$ cat src/rtl/spi_fifo_pkg.sv
package spi_fifo_pkg;
    localparam int NSRC        = 6;
    localparam int SRC_RX_OVR  = 0;
    localparam int SRC_TX_UND  = 1;
    localparam int SRC_RX_THR  = 2;
    localparam int SRC_TX_THR  = 3;
    localparam int SRC_DONE    = 4;
    localparam int SRC_CMD     = 5;
endpackage

$ cat src/rtl/spi_byte_fifo.sv
module spi_byte_fifo #(
    parameter int DW    = 8,
    parameter int DEPTH = 8,
    parameter int CW    = 4
) (
    input  logic          clk,
    input  logic          rst_n,
    input  logic          flush,
    input  logic          push,
    input  logic [DW-1:0] wdata,
    input  logic          pop,
    output logic [DW-1:0] rdata,
    output logic [CW-1:0] count,
    output logic          full,
    output logic          empty,
    output logic          push_drop,
    output logic          pop_miss
);
    localparam int AW = (DEPTH > 1) ? $clog2(DEPTH) : 1;
    localparam logic [AW-1:0] LAST = AW'(DEPTH - 1);

    logic [DW-1:0] mem [DEPTH];
    logic [AW-1:0] wr_ptr, rd_ptr;
    logic [CW-1:0] cnt_q;
    logic          do_push, do_pop;

    assign full      = (cnt_q == CW'(DEPTH));
    assign empty     = (cnt_q == '0);
    assign do_pop    = pop && !empty;
    assign do_push   = push && (!full || do_pop);
    assign push_drop = push && !do_push;
    assign pop_miss  = pop && empty;
    assign rdata     = empty ? '0 : mem[rd_ptr];
    assign count     = cnt_q;

    always_ff @(posedge clk or negedge rst_n) begin
        if (!rst_n) begin
            wr_ptr <= '0;
            rd_ptr <= '0;
            cnt_q  <= '0;
        end else if (flush) begin
            wr_ptr <= '0;
            rd_ptr <= '0;
            cnt_q  <= '0;
        end else begin
            if (do_push) wr_ptr <= (wr_ptr == LAST) ? '0 : wr_ptr + 1'b1;
            if (do_pop)  rd_ptr <= (rd_ptr == LAST) ? '0 : rd_ptr + 1'b1;
            cnt_q <= cnt_q + CW'(do_push) - CW'(do_pop);
        end
    end

    always_ff @(posedge clk) begin
        if (do_push && !flush) mem[wr_ptr] <= wdata;
    end

    AST_NO_OVERFLOW: assert property (@(posedge clk) disable iff (!rst_n)
        cnt_q <= CW'(DEPTH));
    AST_FULL_HOLD: assert property (@(posedge clk) disable iff (!rst_n)
        (push && full && !pop && !flush) |=> (cnt_q == CW'(DEPTH)));
endmodule

$ cat src/rtl/spi_irq_ctrl.sv
module spi_irq_ctrl
    import spi_fifo_pkg::*;
(
    input  logic            clk,
    input  logic            rst_n,
    input  logic            srst,
    input  logic [NSRC-1:0] set_i,
    input  logic [NSRC-1:0] clr_i,
    input  logic [NSRC-1:0] en_i,
    output logic [NSRC-1:0] sts_o,
    output logic            irq_o
);
    logic [NSRC-1:0] sts_q;

    for (genvar i = 0; i < NSRC; i++) begin : g_src
        always_ff @(posedge clk or negedge rst_n) begin
            if (!rst_n)       sts_q[i] <= 1'b0;
            else if (srst)    sts_q[i] <= 1'b0;
            else              sts_q[i] <= (sts_q[i] && !clr_i[i]) || set_i[i];
        end
    end

    assign sts_o = sts_q;
    assign irq_o = |(sts_q & en_i);

    AST_STICKY: assert property (@(posedge clk) disable iff (!rst_n)
        !srst |=> (($past(sts_q) & ~$past(clr_i) & ~sts_q) == '0));
endmodule

$ cat src/rtl/spi_fifo_irq.sv
module spi_fifo_irq
    import spi_fifo_pkg::*;
#(
    parameter int DEPTH   = 8,
    parameter int DW      = 8,
    parameter int TW      = 3,
    parameter int THR_RST = 4,
    localparam int CW     = $clog2(DEPTH + 1)
) (
    input  logic            clk,
    input  logic            rst_n,
    input  logic            cfg_thr_we,
    input  logic [TW-1:0]   cfg_thr,
    input  logic            soft_rst,
    input  logic            rx_flush,
    input  logic            tx_flush,
    input  logic [NSRC-1:0] irq_en,
    input  logic [NSRC-1:0] sts_clr,
    input  logic            h_tx_push,
    input  logic [DW-1:0]   h_tx_data,
    input  logic            h_rx_pop,
    output logic [DW-1:0]   h_rx_data,
    input  logic            e_rx_push,
    input  logic [DW-1:0]   e_rx_data,
    input  logic            e_tx_pop,
    output logic [DW-1:0]   e_tx_data,
    input  logic            e_done,
    input  logic            e_cmd,
    output logic [2*CW-1:0] fill_cnt,
    output logic            rx_full,
    output logic            rx_empty,
    output logic            tx_full,
    output logic            tx_empty,
    output logic [NSRC-1:0] irq_sts,
    output logic            irq
);
    logic [TW-1:0]   thr_q;
    logic [CW-1:0]   rx_cnt, tx_cnt;
    logic            rx_drop, rx_miss_unused, tx_drop_unused, tx_miss;
    logic [NSRC-1:0] set_vec;

    always_ff @(posedge clk or negedge rst_n) begin
        if (!rst_n)          thr_q <= TW'(THR_RST);
        else if (soft_rst)   thr_q <= TW'(THR_RST);
        else if (cfg_thr_we) thr_q <= cfg_thr;
    end

    spi_byte_fifo #(.DW(DW), .DEPTH(DEPTH), .CW(CW)) u_rx (
        .clk(clk), .rst_n(rst_n), .flush(rx_flush || soft_rst),
        .push(e_rx_push), .wdata(e_rx_data), .pop(h_rx_pop), .rdata(h_rx_data),
        .count(rx_cnt), .full(rx_full), .empty(rx_empty),
        .push_drop(rx_drop), .pop_miss(rx_miss_unused));

    spi_byte_fifo #(.DW(DW), .DEPTH(DEPTH), .CW(CW)) u_tx (
        .clk(clk), .rst_n(rst_n), .flush(tx_flush || soft_rst),
        .push(h_tx_push), .wdata(h_tx_data), .pop(e_tx_pop), .rdata(e_tx_data),
        .count(tx_cnt), .full(tx_full), .empty(tx_empty),
        .push_drop(tx_drop_unused), .pop_miss(tx_miss));

    always_comb begin
        set_vec             = '0;
        set_vec[SRC_RX_OVR] = rx_drop;
        set_vec[SRC_TX_UND] = tx_miss;
        set_vec[SRC_RX_THR] = (rx_cnt >= CW'(thr_q));
        set_vec[SRC_TX_THR] = (tx_cnt <= CW'(thr_q));
        set_vec[SRC_DONE]   = e_done;
        set_vec[SRC_CMD]    = e_cmd;
    end

    spi_irq_ctrl u_irq (
        .clk(clk), .rst_n(rst_n), .srst(soft_rst),
        .set_i(set_vec), .clr_i(sts_clr), .en_i(irq_en),
        .sts_o(irq_sts), .irq_o(irq));

    assign fill_cnt = {tx_cnt, rx_cnt};

    AST_UNDERRUN_ZERO: assert property (@(posedge clk) disable iff (!rst_n)
        (e_tx_pop && tx_empty) |-> (e_tx_data == '0));
    AST_UNDERRUN_FLAG: assert property (@(posedge clk) disable iff (!rst_n)
        (e_tx_pop && tx_empty && !soft_rst) |=> irq_sts[SRC_TX_UND]);
    AST_OVERRUN_FLAG: assert property (@(posedge clk) disable iff (!rst_n)
        (e_rx_push && rx_full && !h_rx_pop && !soft_rst) |=> irq_sts[SRC_RX_OVR]);
    AST_DONE_FLAG: assert property (@(posedge clk) disable iff (!rst_n)
        (e_done && !soft_rst) |=> irq_sts[SRC_DONE]);
endmodule

$ cat config.mk
export PLATFORM = sky130hd
export DESIGN_NAME = spi_fifo_irq
export DESIGN_NICKNAME = d
export VERILOG_FILES = /design/src/rtl/spi_fifo_pkg.sv /design/src/rtl/spi_byte_fifo.sv /design/src/rtl/spi_irq_ctrl.sv /design/src/rtl/spi_fifo_irq.sv
export SDC_FILE = /design/constraint.sdc
export NUM_CORES = 1
export LEC_CHECK = 0
export BUFFER_PORTS_ARGS = -buffer_cell sky130_fd_sc_hd__clkbuf_2
export CORE_ASPECT_RATIO = 1.4
export CORE_MARGIN = 4
export CORE_UTILIZATION = 40
export CTS_BUF_LIST = sky130_fd_sc_hd__clkbuf_16
export DETAILED_ROUTE_END_ITERATION = 12
export PLACE_DENSITY_LB_ADDON = 0.08
export SYNTH_ARGS = -nofsm -noshare
export SYNTH_HDL_FRONTEND = slang
export SYNTH_HIERARCHICAL = 1
export SYNTH_SLANG_ARGS = --single-unit
$ cat constraint.sdc
create_clock -name clk -period 2.3 [get_ports clk]
set_input_delay 0.46 -clock clk [delete_from_list [all_inputs] [get_ports clk]]
set_output_delay 0.46 -clock clk [all_outputs]
set_load 0.03 [all_outputs]
==> flow_summary_export.csv, run 1 <==
group,metric,value,unit
run_status,run_status,"finished, violations left",
run_status,violations,"setup timing",
floorplan,rows,56,
clock_tree,clock-sinks,157,
sta,worst_slew_pin_slew,0.807,ns
route,drc_errors,0,
worst_setup_path,crit_slowest_cell,"dfrtp_2",
route,avgViaCountPerCell,5.29,
route,dr_total_vias,3950,
floorplan,ioPinCount,78,
placement,dpl_cell_area,7800,um^2
finish,final_cells,746,
placement,portBuffers,77,
placement,place.gp.congestion,0.797,
global_routing,track_usage,15.8,%
route,drt-total-wl,14.5,mm
floorplan,die-area,19300,um^2
worst_setup_path,crit_chain,"inv_2 > ha_4 > or3b_4 > and2_4 > a22o_1 > clkbuf_8",
finish,fin_area,8690,um^2
power_and_ir_drop,vdd_ir_drop_max,0.612,mV
global_routing,grt_max_degree,30,
worst_setup_path,ff2ff_setup_slack,-0.06,ns
floorplan,core_area,16700,um^2
placement,place_hpwl,9.69,mm
synth,syn-num-nets,468,
sta,setup_violations,19,
worst_setup_path,arrival,2.07,ns
global_routing,grt_pass1_vias,4219,
synth,yosysWarnings,6,
sta,period_share,110,%
worst_hold_path,hp-class,"in -> async",
worst_setup_path,r2r_start,"u_tx/count[2]",
power_and_ir_drop,power.density,782,nW/um^2
sta,hold_violations,0,
power_and_ir_drop,power_leakage,3.29,nW
clock_tree,htreeDepth,4,
sta,finClkSkew,0.0117,ns
worst_setup_path,reg2reg_depth,10,
synth,syn_avg_cell_area,17.1,um^2
clock_tree,cts-root-buf,"clkbuf_16",
synth,synthCells,399,
worst_setup_path,cp.required,1.84,ns
placement,dpl.cell_count,704,
worst_setup_path,worstSetupPathType,"reg -> out",
floorplan,start_util,40.8,%
route,wl_per_cell,19.4,um
worst_setup_path,critPathMaxStageDelay,0.41,ns
clock_tree,cts_tree,"yes",
sta,timing.setup.tns,-3.08,ns
sta,relSlewSlack,46.2,%
route,ant_nets,0,
sta,setup_slack,-0.227,ns
finish,drive_above_1_share,41.3,%
sta,rsz0062_at_grt,"yes",
worst_setup_path,start_kind,"register",
synth,netlist_area,6840,um^2
worst_setup_path,r2r_end,"u_tx/count[3]",
floorplan,die_width,119,um
floorplan,die_h,163,um
finish,layout_common_cells,"edfxtp_1 (128), clkbuf_2 (57), buf_4 (41)",
route,first_pass_iters,4,
sta,slew_viol_final,0,
clock_tree,hold_buffers,0,
finish,synthToLayoutAreaGrowth,27.0,%
route,drtIter0Drc,211,
flow_run,cap_violations,0,
global_routing,antenna_found_initial,0,
clock_tree,cts_made_buffers,17,
clock_tree,clkTransAtPathRegs,0.06,ns
global_routing,gr-total-overflow,0,
finish,final_common_cell,"edfxtp_1",
clock_tree,worstSkewPairLatency,0.42,ns
clock_tree,clock_path_buffers,2,
finish,antenna_cells,0,
sta,layout_min_cycle_time,2.53,ns
sta,fmax,396,MHz
global_routing,grt_pass1_wl,23.2,mm
worst_setup_path,worstPathMaxFanout,8,
worst_setup_path,cp-end-kind,"output pin",
finish,nets,599,
-- worst max path at each step --
stage / from / to / cells past startpoint
global route: u_tx/count[2] / e_tx_data[4] / 6
finish: u_tx/count[2] / e_tx_data[5] / 6
detailed placement: u_tx/count[3] / e_tx_data[6] / 7
CTS: u_tx/count[2] / e_tx_data[0] / 6
global placement: u_tx/count[3] / e_tx_data[6] / 7
floorplan: u_tx/count[2] / u_tx/count[3] / 10
-- cell type report --
type                    count  area, um^2
fillers                  1390        8060
flip-flops and latches    157        4580
multi-input cells         206        2240
repair buffers            124         971
clock buffers              17         425
well taps                 203         254
clock inverters            15         116
inverters                  24         105
-- registers in the layout (all words and copies together), names as in the netlist --
signal	flops
u_rx/count	4
u_tx/wr_ptr	3
u_irq/sts_o	6
u_tx/rd_ptr	3
u_tx/count	4
thr_q	3
u_rx/mem	64
u_rx/rd_ptr	3
u_tx/mem	64
u_rx/wr_ptr	3
-- routing by layer --
layer  GRT usage [%]  up-vias  part of all wire (%)  wire [um]
li1                -     1845                     -          -
met1            18.5     2028                    40       5840
met2            28.4       63                    55       7990
met3            4.17       14                   3.1        450
met4            5.27        0                   1.3        189
met5               0        -                     0          0
-- stage by stage --
stage | setup WS, ns | total power (W) | util, % | hold slack, ns
2_1_floorplan | -0.0919 | 0.00377 | - | 0.164
3_3_place_gp | -0.119 | 0.00408 | 46.6 | 0.514
3_5_place_dp | -0.119 | 0.00410 | 46.6 | 0.530
4_1_cts | -0.274 | 0.00679 | 51.1 | 0.138
5_1_grt | -0.300 | 0.00710 | 51.9 | 0.173
6_report | -0.227 | 0.00679 | 51.9 | 0.124
-- what timing repair did --
item                                    in CTS  in global routing
buffers inserted                             3                  7
pin swaps                                    4                 12
endpoints found under the setup margin      32                 40
resized for setup                           54                 34
-- worst max-delay path: cells and delay by family (launching register included) --
family,cells,cell delay [ns]
compound gates,1,0.24
fa+ha+maj,1,0.13
buf+inv,2,0.24
flops,1,0.41
simple gates,2,0.63
-- power breakdown --
group / total, W / internal [W] / switching [W] / leakage, nW
Combinational: 0.00108 / 0.000513 / 0.000568 / 1.48
Clock: 0.00255 / 0.00140 / 0.00115 / 0.267
Sequential: 0.00316 / 0.00312 / 0.0000336 / 1.54
Total: 0.00679 / 0.00503 / 0.00176 / 3.29
Note: power is estimated with default switching activity, not from simulation.
==> run 2, diff against run 1 <==
--- a/config.mk
+++ b/config.mk
@@ -10,9 +10,10 @@
 export CORE_MARGIN = 4
 export CORE_UTILIZATION = 40
 export CTS_BUF_LIST = sky130_fd_sc_hd__clkbuf_16
+export CTS_CLUSTER_SIZE = 16
 export DETAILED_ROUTE_END_ITERATION = 12
 export PLACE_DENSITY_LB_ADDON = 0.08
+export SLEW_MARGIN = 10
 export SYNTH_ARGS = -nofsm -noshare
 export SYNTH_HDL_FRONTEND = slang
-export SYNTH_HIERARCHICAL = 1
 export SYNTH_SLANG_ARGS = --single-unit
==> run 2 against run 1 <==
Net effect: the run still ends with setup timing left; synthesized cell count down 1.0%; sequential cell count did not move; final area decreased by 0.52%; die area decreased by 0.71%; via count down 3.2%; synthesized area is 0.75% lower; register-to-register slack improved by 0.04 ns; clock-buffer cell count unchanged; critical endpoint is now e_tx_data[2].
==> flow_summary_export.csv, run 2 <==
group,metric,value,unit
clock_tree,clock_path_buffers,2,
synth,syn-num-nets,466,
floorplan,die_h,162,um
run_status,violations,"setup timing",
worst_setup_path,r2r_start,"u_tx.count[3]",
global_routing,grt_pass1_vias,4038,
finish,multi_input_area,2170,um^2
worst_setup_path,r2r_end,"u_tx.count[1]",
floorplan,die_width,118,um
clock_tree,hold_buffers,0,
clock_tree,cts_tree,"yes",
floorplan,ioPinCount,78,
sta,hold_violations,0,
global_routing,track_usage,15.8,%
placement,dpl_cell_area,7730,um^2
worst_setup_path,arrival,2.00,ns
sta,setup_violations,17,
clock_tree,htreeDepth,4,
finish,utilization,51.6,%
worst_setup_path,ff2ff_setup_slack,-0.02,ns
global_routing,grt_max_degree,30,
finish,layout_common_cells,"edfxtp_1 (128), clkbuf_2 (61), buf_4 (42)",
sta,fmax,407,MHz
synth,synth_top_cell_area_share,56.6,%
synth,ys_top_cells_by_count,"edfxtp_1 (128), nor2_1 (31), dfrtp_1 (28)",
synth,synth_ff_type,"edfxtp_1",
route,drtIter0Drc,140,
route,drc_errors,0,
worst_setup_path,worstPathMaxFanout,5,
placement,place.gp.congestion,0.742,
sta,worst_slew_pin_slew,0.782,ns
sta,period_share,107,%
route,dr_total_vias,3825,
clock_tree,clock-sinks,157,
global_routing,antenna_found_initial,0,
synth,ys_seq_area_share,67.3,%
finish,nets,597,
floorplan,rows,56,
synth,synth_edf_count,128,
route,avgViaCountPerCell,5.15,
clock_tree,cts-root-buf,"clkbuf_16",
synth,synthCells,395,
worst_setup_path,worstSetupPathType,"reg -> out",
worst_setup_path,start_kind,"register",
synth,ys_types,46,
clock_tree,clkTransAtPathRegs,0.06,ns
synth,ys_ff_latch,157,
synth,yosysWarnings,0,
sta,rsz0062_at_grt,"yes",
worst_setup_path,cp-end-kind,"output pin",
route,first_pass_iters,4,
global_routing,grt_pass1_wl,22.8,mm
floorplan,die-area,19100,um^2
sta,whs,0.106,ns
sta,slew_viol_final,0,
placement,portBuffers,77,
synth,synth_top_area_cell,"edfxtp_1",
clock_tree,cts_made_buffers,17,
finish,synthToLayoutAreaGrowth,27.3,%
floorplan,core_area,16700,um^2
synth,synth_most_common_cell,"edfxtp_1",
synth,syn_avg_cell_area,17.2,um^2
route,ant_nets,0,
floorplan,start_util,40.5,%
finish,final_common_cell,"edfxtp_1",
worst_setup_path,reg2reg_depth,10,
finish,drive_above_1_share,43.4,%
synth,synth.area.top_cells,"edfxtp_1 (57%), dfrtp_1 (10%), mux4_1 (6.2%)",
power_and_ir_drop,vdd_ir_drop_max,0.524,mV
worst_hold_path,hp-class,"in -> async",
route,wl_per_cell,19.3,um
power_and_ir_drop,power_leakage,3.30,nW
global_routing,gr-total-overflow,0,
finish,fillers,1404,
finish,antenna_cells,0,
synth,postSynth.asyncResetShare,18.5,%
synth,netlist_area,6790,um^2
worst_setup_path,cp.required,1.84,ns
finish,layout.area.seq,4580,um^2
sta,setup_slack,-0.157,ns
clock_tree,worstSkewPairLatency,0.42,ns
placement,place_hpwl,9.53,mm
finish,fin_area,8640,um^2
flow_run,cap_violations,0,
sta,relSlewSlack,47.9,%
run_status,run_status,"finished, violations left",
sta,finClkSkew,0.00595,ns
power_and_ir_drop,power.density,1040,nW/um^2
sta,layout_min_cycle_time,2.46,ns
route,drt-total-wl,14.4,mm
run 2: changes by cell type in the layout (fill, tap and decap cells not counted), sizes merged, moves of 4 or more:
cell and change:
buf -5, clkbuf +7, clkinv -6, inv +5
nand2 +9, nand2b -7, nor2 +13, nor4 -4
o21ai -8
run 2: what timing repair did:
action	CTS	global route
buffers inserted	10	7
pin swaps	2	11
gates resized for setup	52	16
endpoints found under the setup margin	34	23
endpoints found under the hold margin	0	0
cloned	1	2
run 2: cells by family (layout without fill, tap and decap cells):
logic type / Yosys count / after routing / share of synthesized area [%]
muxes: 38 / 38 / 12.4
xor gates and xnor gates: 4 / 4 / 0.516
buffers and inverters: 39 / 183 / 2.95
DFF: 157 / 157 / 67.3
and+or+nand+nor: 83 / 83 / 6.49
AOI/OAI and AO/OA: 46 / 46 / 4.92
adders and majority gates: 28 / 28 / 5.38
run 2: stage by stage:
stage | setup WS [ns] | setup TNS [ns] | total power [W] | instances
after floorplan | -0.250 | -1.13 | 0.00516 | 395
after global placement | -0.0540 | -0.297 | 0.00581 | 691
after detailed placement | -0.0158 | -0.174 | 0.00585 | 691
after CTS | -0.183 | -2.53 | 0.00897 | 734
after global routing | -0.215 | -3.03 | 0.00948 | 742
final | -0.157 | -1.71 | 0.00900 | 742
run 2: area by class of cell:
type	count	share of cell area (%)
timing repair buffer	126	11.3
clock buffer	17	4.92
tap	203	2.94
sequential	157	53.0
inverter	25	1.17
clock inverter	15	1.61
multi-input combinational	199	25.1
run 2: power by group:
part	switching, W	total [W]	leakage (nW)	internal [W]
Clock	0.00115	0.00266	0.271	0.00151
Sequential	0.000103	0.00329	1.53	0.00319
Combinational	0.00158	0.00304	1.49	0.00147
Total	0.00283	0.00900	3.30	0.00616
run 2: worst max-delay path: stages (launching register included):
cell and delay (ns):
dfrtp_2 0.45, buf_12 0.15, mux4_1 0.55, a22o_1 0.25, buf_4 0.17
run 2: per-layer routing:
metal | track usage (%) | vias up | part of all wire, %
li1 | - | 1790 | -
met1 | 18.4 | 1943 | 41
met2 | 28.0 | 71 | 54
met3 | 3.55 | 21 | 3.1
met4 | 7.04 | 0 | 2.2
met5 | 0 | - | 0
run 2: worst max path at each step:
| stage | from | to | cells past startpoint |
|---|---|---|---|
| finish | u_tx.rd_ptr[0] | e_tx_data[2] | 4 |
| floorplan | u_rx.count[2] | u_rx.count[1] | 11 |
| global route | u_tx.rd_ptr[0] | e_tx_data[2] | 4 |
| global placement | u_tx.count[3] | e_tx_data[0] | 6 |
| detailed placement | u_tx.count[2] | u_tx.mem[5][0] | 7 |
| CTS | u_tx.rd_ptr[0] | e_tx_data[0] | 4 |
